[src/rtl/mfs_pkg.sv]
package mfs_pkg;
    localparam int TYPE_W    = 3;
    localparam int LVL_W     = 2;
    localparam int ACC_W     = 3;
    localparam int STAT_W    = LVL_W + ACC_W + TYPE_W + 2;
    localparam int ACC_FETCH = 1;

    localparam logic RSEL_STATUS = 1'b0;
    localparam logic RSEL_ADDR   = 1'b1;

    localparam logic [1:0] TT_INST = 2'b01;
    localparam logic [1:0] TT_DATA = 2'b10;
    localparam logic [2:0] PERM_ALL = 3'b111;

    typedef enum logic [1:0] {
        RS_IDLE   = 2'd0,
        RS_TRAP_I = 2'd1,
        RS_TRAP_D = 2'd2,
        RS_GRANT  = 2'd3
    } resp_state_e;
endpackage

[src/rtl/mfs_status_regs.sv]
module mfs_status_regs
    import mfs_pkg::*;
#(
    parameter int ADDR_W    = 32,
    parameter int PAGE_BITS = 12,
    parameter int DATA_W    = 32
) (
    input  logic                 clk,
    input  logic                 rst_n,
    input  logic                 flt_valid,
    input  logic [TYPE_W-1:0]    flt_type,
    input  logic [LVL_W-1:0]     flt_level,
    input  logic [ACC_W-1:0]     flt_acc,
    input  logic [ADDR_W-1:0]    flt_addr,
    input  logic                 rd_en,
    input  logic                 rd_sel,
    output logic                 rd_valid,
    output logic [DATA_W-1:0]    rd_data,
    output logic [STAT_W-1:0]    stat_out
);
    logic [STAT_W-1:0] stat_q;
    logic [ADDR_W-1:0] far_q;
    logic [STAT_W-1:0] new_bits;
    logic [STAT_W-1:0] keep_bits;
    logic              stat_clr;

    always_comb begin
        stat_clr  = rd_en && (rd_sel == RSEL_STATUS);
        new_bits  = {flt_level, flt_acc, flt_type, 1'b1, 1'b0};
        keep_bits = (stat_clr || (stat_q == '0)) ? '0 : STAT_W'(1);
    end

    always_ff @(posedge clk) begin
        if (!rst_n) begin
            stat_q <= '0;
            far_q  <= '0;
        end else begin
            if (flt_valid) begin
                stat_q <= keep_bits | new_bits;
                far_q  <= {flt_addr[ADDR_W-1:PAGE_BITS], {PAGE_BITS{1'b0}}};
            end else if (stat_clr) begin
                stat_q <= '0;
            end
        end
    end

    always_ff @(posedge clk) begin
        if (!rst_n) begin
            rd_valid <= 1'b0;
            rd_data  <= '0;
        end else begin
            rd_valid <= rd_en;
            if (rd_en) begin
                rd_data <= (rd_sel == RSEL_ADDR) ? DATA_W'(far_q) : DATA_W'(stat_q);
            end
        end
    end

    assign stat_out = stat_q;
endmodule

[src/rtl/mfs_resp_fsm.sv]
module mfs_resp_fsm
    import mfs_pkg::*;
(
    input  logic       clk,
    input  logic       rst_n,
    input  logic       flt_valid,
    input  logic       flt_fetch,
    input  logic       nofault_mode,
    input  logic       trap_en,
    output logic       trap_req,
    output logic [1:0] trap_type,
    output logic       ovr_grant,
    output logic [2:0] ovr_perm
);
    resp_state_e state_q, state_d;

    always_comb begin
        state_d = RS_IDLE;
        if (flt_valid) begin
            if (nofault_mode || !trap_en) state_d = RS_GRANT;
            else if (flt_fetch)           state_d = RS_TRAP_I;
            else                          state_d = RS_TRAP_D;
        end
    end

    always_ff @(posedge clk) begin
        if (!rst_n) state_q <= RS_IDLE;
        else        state_q <= state_d;
    end

    always_comb begin
        trap_req  = 1'b0;
        trap_type = 2'b00;
        ovr_grant = 1'b0;
        ovr_perm  = 3'b000;
        unique case (state_q)
            RS_IDLE:   ;
            RS_TRAP_I: begin trap_req = 1'b1; trap_type = TT_INST; end
            RS_TRAP_D: begin trap_req = 1'b1; trap_type = TT_DATA; end
            RS_GRANT:  begin ovr_grant = 1'b1; ovr_perm = PERM_ALL; end
        endcase
    end
endmodule

[src/rtl/mmu_fault_capture.sv]
module mmu_fault_capture
    import mfs_pkg::*;
#(
    parameter int ADDR_W    = 32,
    parameter int PAGE_BITS = 12,
    parameter int DATA_W    = 32
) (
    input  logic              clk,
    input  logic              rst_n,
    input  logic              flt_valid,
    input  logic [2:0]        flt_type,
    input  logic [1:0]        flt_level,
    input  logic [2:0]        flt_acc,
    input  logic [ADDR_W-1:0] flt_addr,
    input  logic              nofault_mode,
    input  logic              trap_en,
    input  logic              rd_en,
    input  logic              rd_sel,
    output logic              rd_valid,
    output logic [DATA_W-1:0] rd_data,
    output logic              trap_req,
    output logic [1:0]        trap_type,
    output logic              ovr_grant,
    output logic [2:0]        ovr_perm
);
    logic [STAT_W-1:0] status_now;

    mfs_status_regs #(
        .ADDR_W(ADDR_W), .PAGE_BITS(PAGE_BITS), .DATA_W(DATA_W)
    ) i_regs (
        .clk(clk), .rst_n(rst_n), .flt_valid(flt_valid), .flt_type(flt_type),
        .flt_level(flt_level), .flt_acc(flt_acc), .flt_addr(flt_addr),
        .rd_en(rd_en), .rd_sel(rd_sel), .rd_valid(rd_valid), .rd_data(rd_data),
        .stat_out(status_now)
    );

    mfs_resp_fsm i_resp (
        .clk(clk), .rst_n(rst_n), .flt_valid(flt_valid),
        .flt_fetch(flt_acc[ACC_FETCH]), .nofault_mode(nofault_mode),
        .trap_en(trap_en), .trap_req(trap_req), .trap_type(trap_type),
        .ovr_grant(ovr_grant), .ovr_perm(ovr_perm)
    );
endmodule

[config.mk]
export PLATFORM = sky130hd
export DESIGN_NAME = mmu_fault_capture
export DESIGN_NICKNAME = d
export VERILOG_FILES = /design/src/rtl/mfs_pkg.sv /design/src/rtl/mfs_status_regs.sv /design/src/rtl/mfs_resp_fsm.sv /design/src/rtl/mmu_fault_capture.sv
export SDC_FILE = /design/constraint.sdc
export NUM_CORES = 1
export LEC_CHECK = 0
export BUFFER_PORTS_ARGS = -buffer_cell sky130_fd_sc_hd__buf_2
export CELL_PAD_IN_SITES_DETAIL_PLACEMENT = 0
export CELL_PAD_IN_SITES_GLOBAL_PLACEMENT = 2
export CORE_MARGIN = 4
export CORE_UTILIZATION = 31
export CTS_BUF_LIST = sky130_fd_sc_hd__clkbuf_16
export DETAILED_ROUTE_END_ITERATION = 10
export PLACE_DENSITY = 0.82
export SLEW_MARGIN = 20
export SYNTH_ARGS = -nofsm -noshare
export SYNTH_HDL_FRONTEND = slang
export SYNTH_SLANG_ARGS = --single-unit
export TNS_END_PERCENT = 5
[constraint.sdc]
create_clock -name clk -period 2.5 [get_ports clk]
set_input_delay 0.5 -clock clk [delete_from_list [all_inputs] [get_ports clk]]
set_output_delay 0.5 -clock clk [all_outputs]
set_load 0.01 [all_outputs]
==> metrics.cfg, run 1 <==
[outcome]
status = completed

[synthesis]
synth_common_cells = dfxtp_1 (63), a21boi_1 (28), nand2b_1 (21), nor2b_1 (21)
synth_area_leader_cell = dfxtp_1
synth_edf_count = 0
async_reset_ff_share_pct = 0
syn_avg_cell_area_um2 = 9.46
synth_seq_area_share_pct = 48.6
synthesis.area_um2 = 2590
synth_most_common_cell = dfxtp_1
synth_ff_type = dfxtp_1
ys_seq_elements = 63
synthCells = 274
synth_area_leaders = dfxtp_1 (49%), a21boi_1 (8.1%), mux2i_1 (7.7%)
synthDistinctLibCells = 22
synth_top_cell_area_share_pct = 48.6
yosysWarnings = 0

[placed_design]
place_area_um2 = 2980
finalWeightedCongestion = 0.685
hpwl_um = 3900
io_buffers = 72
dpl.cell_count = 432

[worst_setup_path]
r2r-end = i_regs.stat_out[0]
reg2reg_depth = 2
crit_path_end_kind = primary output
crit_type = reg2out
worstPathRequired_ps = 2000
path_max_fanout = 3
r2r-start = i_regs.stat_out[6]
rrSetupSlack_ps = 1580
critPathArrivalTime_ps = 1160
start_kind = register

[timing]
fin_tns_setup_ps = 0
max_freq_ghz = 0.601
min_period_ps = 1660
slew_headroom_pct = 61.2
finalHoldViolCount = 0
fin_skew_ps = 2.56
drv_slew = 0
finalCritPeriodShare_pct = 66.6
tightestPinTransition_ps = 581
finalSetupViolCount = 0
rsz0062_at_grt = no

[clocking]
clkSlewWorstSetupHoldPaths_ps = 50
cts-resized-gates = 0
htreeDepth = 3
numCtsBuffers = 9
cts.sinks = 63
cts_setup_buffers = 0
cts_tree = yes
clk_path_buf_depth = 2
clk-insertion-delay-late_ps = 320
ctsHoldBuffers = 0
root_buffer = clkbuf_16

[pwr]
peakVddDrop_v = 0.000279
p_total_mw = 2.38
power_density_nw_per_um2 = 732
leakagePower_nw = 1.43

[grt]
grt_pass1_vias = 2018
grt_start_max_net_pins = 40
grt_pass1_wl_um = 9700
grt.total_usage_pct = 12.8
grt-ovfl-total = 0
antenna_found_initial = 1

[floorplanning]
die_w_um = 99.5
dieArea_um2 = 9890
design.portCount = 87
rows = 33
start_util_pct = 31.7
die_h_um = 99.5
coreArea_um2 = 8180

[final_layout]
finish.instance_area_um2 = 3260
drive_above_1_share_pct = 27.4
layout.nets = 388
fin_util_pct = 39.9
syn_to_final_growth_pct = 25.7
fill_cells = 888
final_cells = 448
diodes = 0

[min_path]
hp-class = in2reg
holdCritStartpoint = trap_en
min_to = i_resp.state_q[1]
hold_depth = 2

[routing]
routed_via_density = 4.53
finalWirelength_um = 5770
ant_nets = 0
drc = 0
drt_iter0_drc = 14
post_drt_wl_per_cell_um = 12.9
vias = 2028
firstDrtPassIters = 4

[job]
maxCapViolations = 0

-- metal layers --
metal | wire length, um | global-route usage, % | vias to the layer above
li1 | - | - | 1032
met1 | 2550 | 14.8 | 927
met2 | 2680 | 20.1 | 54
met3 | 374 | 4.35 | 13
met4 | 146 | 7.88 | 2
met5 | 13 | 0 | -
-- critical path, stage by stage (launching register included) --
cell     delay (ps)
dfxtp_1         350
inv_1            50
ha_1            280
inv_1            50
buf_2           120
-- worst max-delay path by stage --
stage / endpoint / startpoint / slack (ps)
CTS: trap_req / i_resp.state_q[0] / 810
detailed placement: i_regs.rd_data[29] / rst_n / 860
global placement: i_regs.rd_data[19] / rst_n / 880
floorplan: trap_req / i_resp.state_q[0] / 1270
finish: trap_req / i_resp.state_q[0] / 840
global route: trap_req / i_resp.state_q[0] / 750
-- kinds of logic after synthesis --
| group | count (synthesis) | share of synthesized area, % |
|---|---|---|
| and+or+nand+nor | 103 | 22.3 |
| DFF | 63 | 48.6 |
| AOI/OAI and AO/OA | 43 | 11.7 |
| buffers and inverters | 41 | 7.96 |
| muxes | 20 | 7.72 |
| adders and majority gates | 3 | 1.45 |
| other | 1 | 0.145 |
-- state kept, by name (all words and copies together) (netlist names) --
name / count
i_regs.stat_out: 10
i_regs.rd_data: 30
i_resp.state_q: 2
i_regs.rd_valid: 1
i_regs.far_q: 20
-- cell type report --
cell class,count,area [um2],share of cell area [%]
multi-input cells,171,1130,34.6
well taps,105,131,4.03
clock buffers,9,225,6.91
inverters,15,56.3,1.73
flip-flops and latches,63,1260,38.7
repair buffers,78,405,12.4
clock inverters,7,50.0,1.54
-- where the power goes --
| group | switching, mW | internal, mW | total [mW] |
|---|---|---|---|
| combinational | 0.0997 | 0.0926 | 0.192 |
| clock | 0.455 | 0.668 | 1.12 |
| sequential | 0.0228 | 1.05 | 1.07 |
| total | 0.577 | 1.81 | 2.38 |
-- metrics by stage --
stage	setup WS, ps	hold slack [ps]
after floorplan	1270	446
after global placement	882	454
after detailed placement	860	457
after CTS	810	377
after global routing	751	388
final	836	389
-- cells in the final DEF, fill, tap and decap left out --
master | Yosys | final
dfxtp_1 | 63 | 63
a21oi_1 | 1 | 1
nor2_1 | 1 | 1
mux2i_1 | 20 | 20
conb_1 | 1 | 2
o211ai_1 | 1 | 1
clkinvlp_4 | 0 | 3
nor2b_1 | 21 | 21
inv_1 | 15 | 15
nand2b_1 | 21 | 21
buf_4 | 7 | 6
o22ai_1 | 10 | 10
ha_1 | 3 | 3
nand3_1 | 20 | 20
nand2_1 | 19 | 19
nor4_1 | 2 | 2
and2_1 | 11 | 11
nand3b_1 | 8 | 8
clkbuf_16 | 0 | 9
clkinv_4 | 0 | 2
clkinv_2 | 0 | 2
a21boi_1 | 28 | 28
a31oi_1 | 3 | 3
buf_2 | 9 | 72
No activity file was read; power rests on OpenSTA's default activity.
==> inputs of run 2 (changes only) <==
CORE_UTILIZATION = 26   (was 31)
PLACE_DENSITY = 0.73   (was 0.82)
clock period = 1.4 ns   (was 2.5 ns; I/O delays follow)
==> metrics.cfg, run 2 (synthesized netlist as in run 1, its figures left out) <==
[placed_design]
place_area_um2 = 3080
finalWeightedCongestion = 0.718
dp_slack_ps = 260
hpwl_um = 4110
dpl.cell_count = 461
io_buffers = 72

[final_layout]
mostFrequentLayoutCell = buf_2
final_cells = 476
drive_above_1_share_pct = 28.0
diodes = 0
mostFrequentLayoutCells = buf_2 (71), dfxtp_1 (61), a21boi_1 (28), nor2b_1 (21), nand2b_1 (21)
syn_to_final_growth_pct = 31.1
largest_reg_flops = 30
regMostFlops = i_regs.rd_data
finish.instance_area_um2 = 3400
layout.nets = 389

[routing]
vias = 2016
ant_nets = 0
routed_via_density = 4.24
post_drt_wl_per_cell_um = 12.7
firstDrtPassIters = 4
drt_iter0_drc = 57
drc = 0
finalWirelength_um = 6070

[timing]
rsz0062_at_grt = yes
fin_skew_ps = 5.77
finalCritPeriodShare_pct = 97.6
finalSetupViolCount = 0
drv_slew = 0
fin_tns_setup_ps = 0
min_period_ps = 1370
max_freq_ghz = 0.732
setup_ws_ps = 33.7
finalHoldViolCount = 0

[clocking]
clkSlewWorstSetupHoldPaths_ps = 50
root_buffer = clkbuf_16
numCtsBuffers = 9
cts_tree = yes
clk_path_buf_depth = 2
htreeDepth = 3
ctsHoldBuffers = 0
clk-insertion-delay-late_ps = 320
cts.sinks = 63

[floorplanning]
die_h_um = 108
die_w_um = 108
rows = 36
dieArea_um2 = 11600
start_util_pct = 26.6
coreArea_um2 = 9730
design.portCount = 87

[grt]
grt_pass1_vias = 2053
grt_pass1_wl_um = 10000
grt-ovfl-total = 0
grt.total_usage_pct = 11.1
antenna_found_initial = 0
grt_start_max_net_pins = 50

[worst_setup_path]
crit_type = reg2out
critPathArrivalTime_ps = 1090
r2r-start = i_regs.stat_out[5]
worstPathRequired_ps = 1120
r2r-end = i_regs.stat_out[0]
rrSetupSlack_ps = 470
path_max_fanout = 3
slowest_delay_ps = 340
slowest_stage = dfxtp_2
cpMostUsedCell = inv_2
start_kind = register
reg2reg_depth = 2
crit_path_end_kind = primary output
path_cells = inv_2, ha_4, inv_2, buf_6

[job]
maxCapViolations = 0

[pwr]
peakVddDrop_v = 0.000592
p_total_mw = 4.56
leakagePower_nw = 1.47
power_density_nw_per_um2 = 1340

[outcome]
status = completed

[min_path]
hold_depth = 2
holdCritStartpoint = flt_acc[1]
min_to = i_resp.state_q[1]
hp-class = in2reg

[run 2: cell types whose count changed in the layout (fill, tap and decap cells not counted), moves of 3 or more]
cell,change
clkinv_1,+3
buf_4,-3
clkinvlp_4,-3
buf_12,+4
[run 2: layout make-up]
cell class                      count  area (um2)
Clock inverter                      6        76.3
Sequential cell                    63        1260
Inverter                           15        56.3
Clock buffer                        9         225
Tap cell                          133         166
Fill cell                        1060        6330
Timing Repair Buffer               79         469
Multi-Input combinational cell    171        1140
[run 2: worst max-delay path, delay by kind of cell (launching register included)]
kind	cells	cell delay, ps
buffers and inverters	3	180
adders and majority gates	1	250
DFF	1	340
[run 2: worst max path at each step]
stage	startpoint	to	slack, ps	cells past startpoint
final	i_resp.state_q[0]	trap_req	30	4
after CTS	i_resp.state_q[0]	trap_req	1	4
after detailed placement	rd_en	i_regs.rd_data[5]	260	5
after floorplan	i_resp.state_q[0]	trap_req	390	3
after global routing	i_resp.state_q[0]	trap_req	-20	4
after global placement	rd_en	i_regs.rd_data[5]	270	5
[run 2: report_power, final]
part	leakage (nW)	switching, mW	internal [mW]
Clock	0.148	0.745	1.52
Sequential	0.516	0.0421	1.87
Combinational	0.806	0.187	0.188
[run 2: metal layers]
| layer | track usage, % | wire length (um) | up-vias |
|---|---|---|---|
| met5 | 0 | 0 | - |
| met4 | 3.79 | 77 | 0 |
| met3 | 5.16 | 471 | 7 |
| met2 | 17.3 | 2650 | 62 |
| met1 | 13.5 | 2860 | 920 |
| li1 | - | - | 1027 |
[run 2: metrics by stage]
stage	utilization, %	hold WS [ps]
2_1_floorplan	-	380
3_3_place_gp	31.6	453
3_5_place_dp	31.6	455
4_1_cts	34.9	168
5_1_grt	34.9	167
6_report	34.9	174
[run 2: repair_timing]
item | CTS | global route
gates resized for setup | 3 | 3
setup endpoints to repair | 1 | 6
pin swaps | 1 | 1
buffers inserted | 0 | 0
endpoints found under the hold margin | 0 | 0
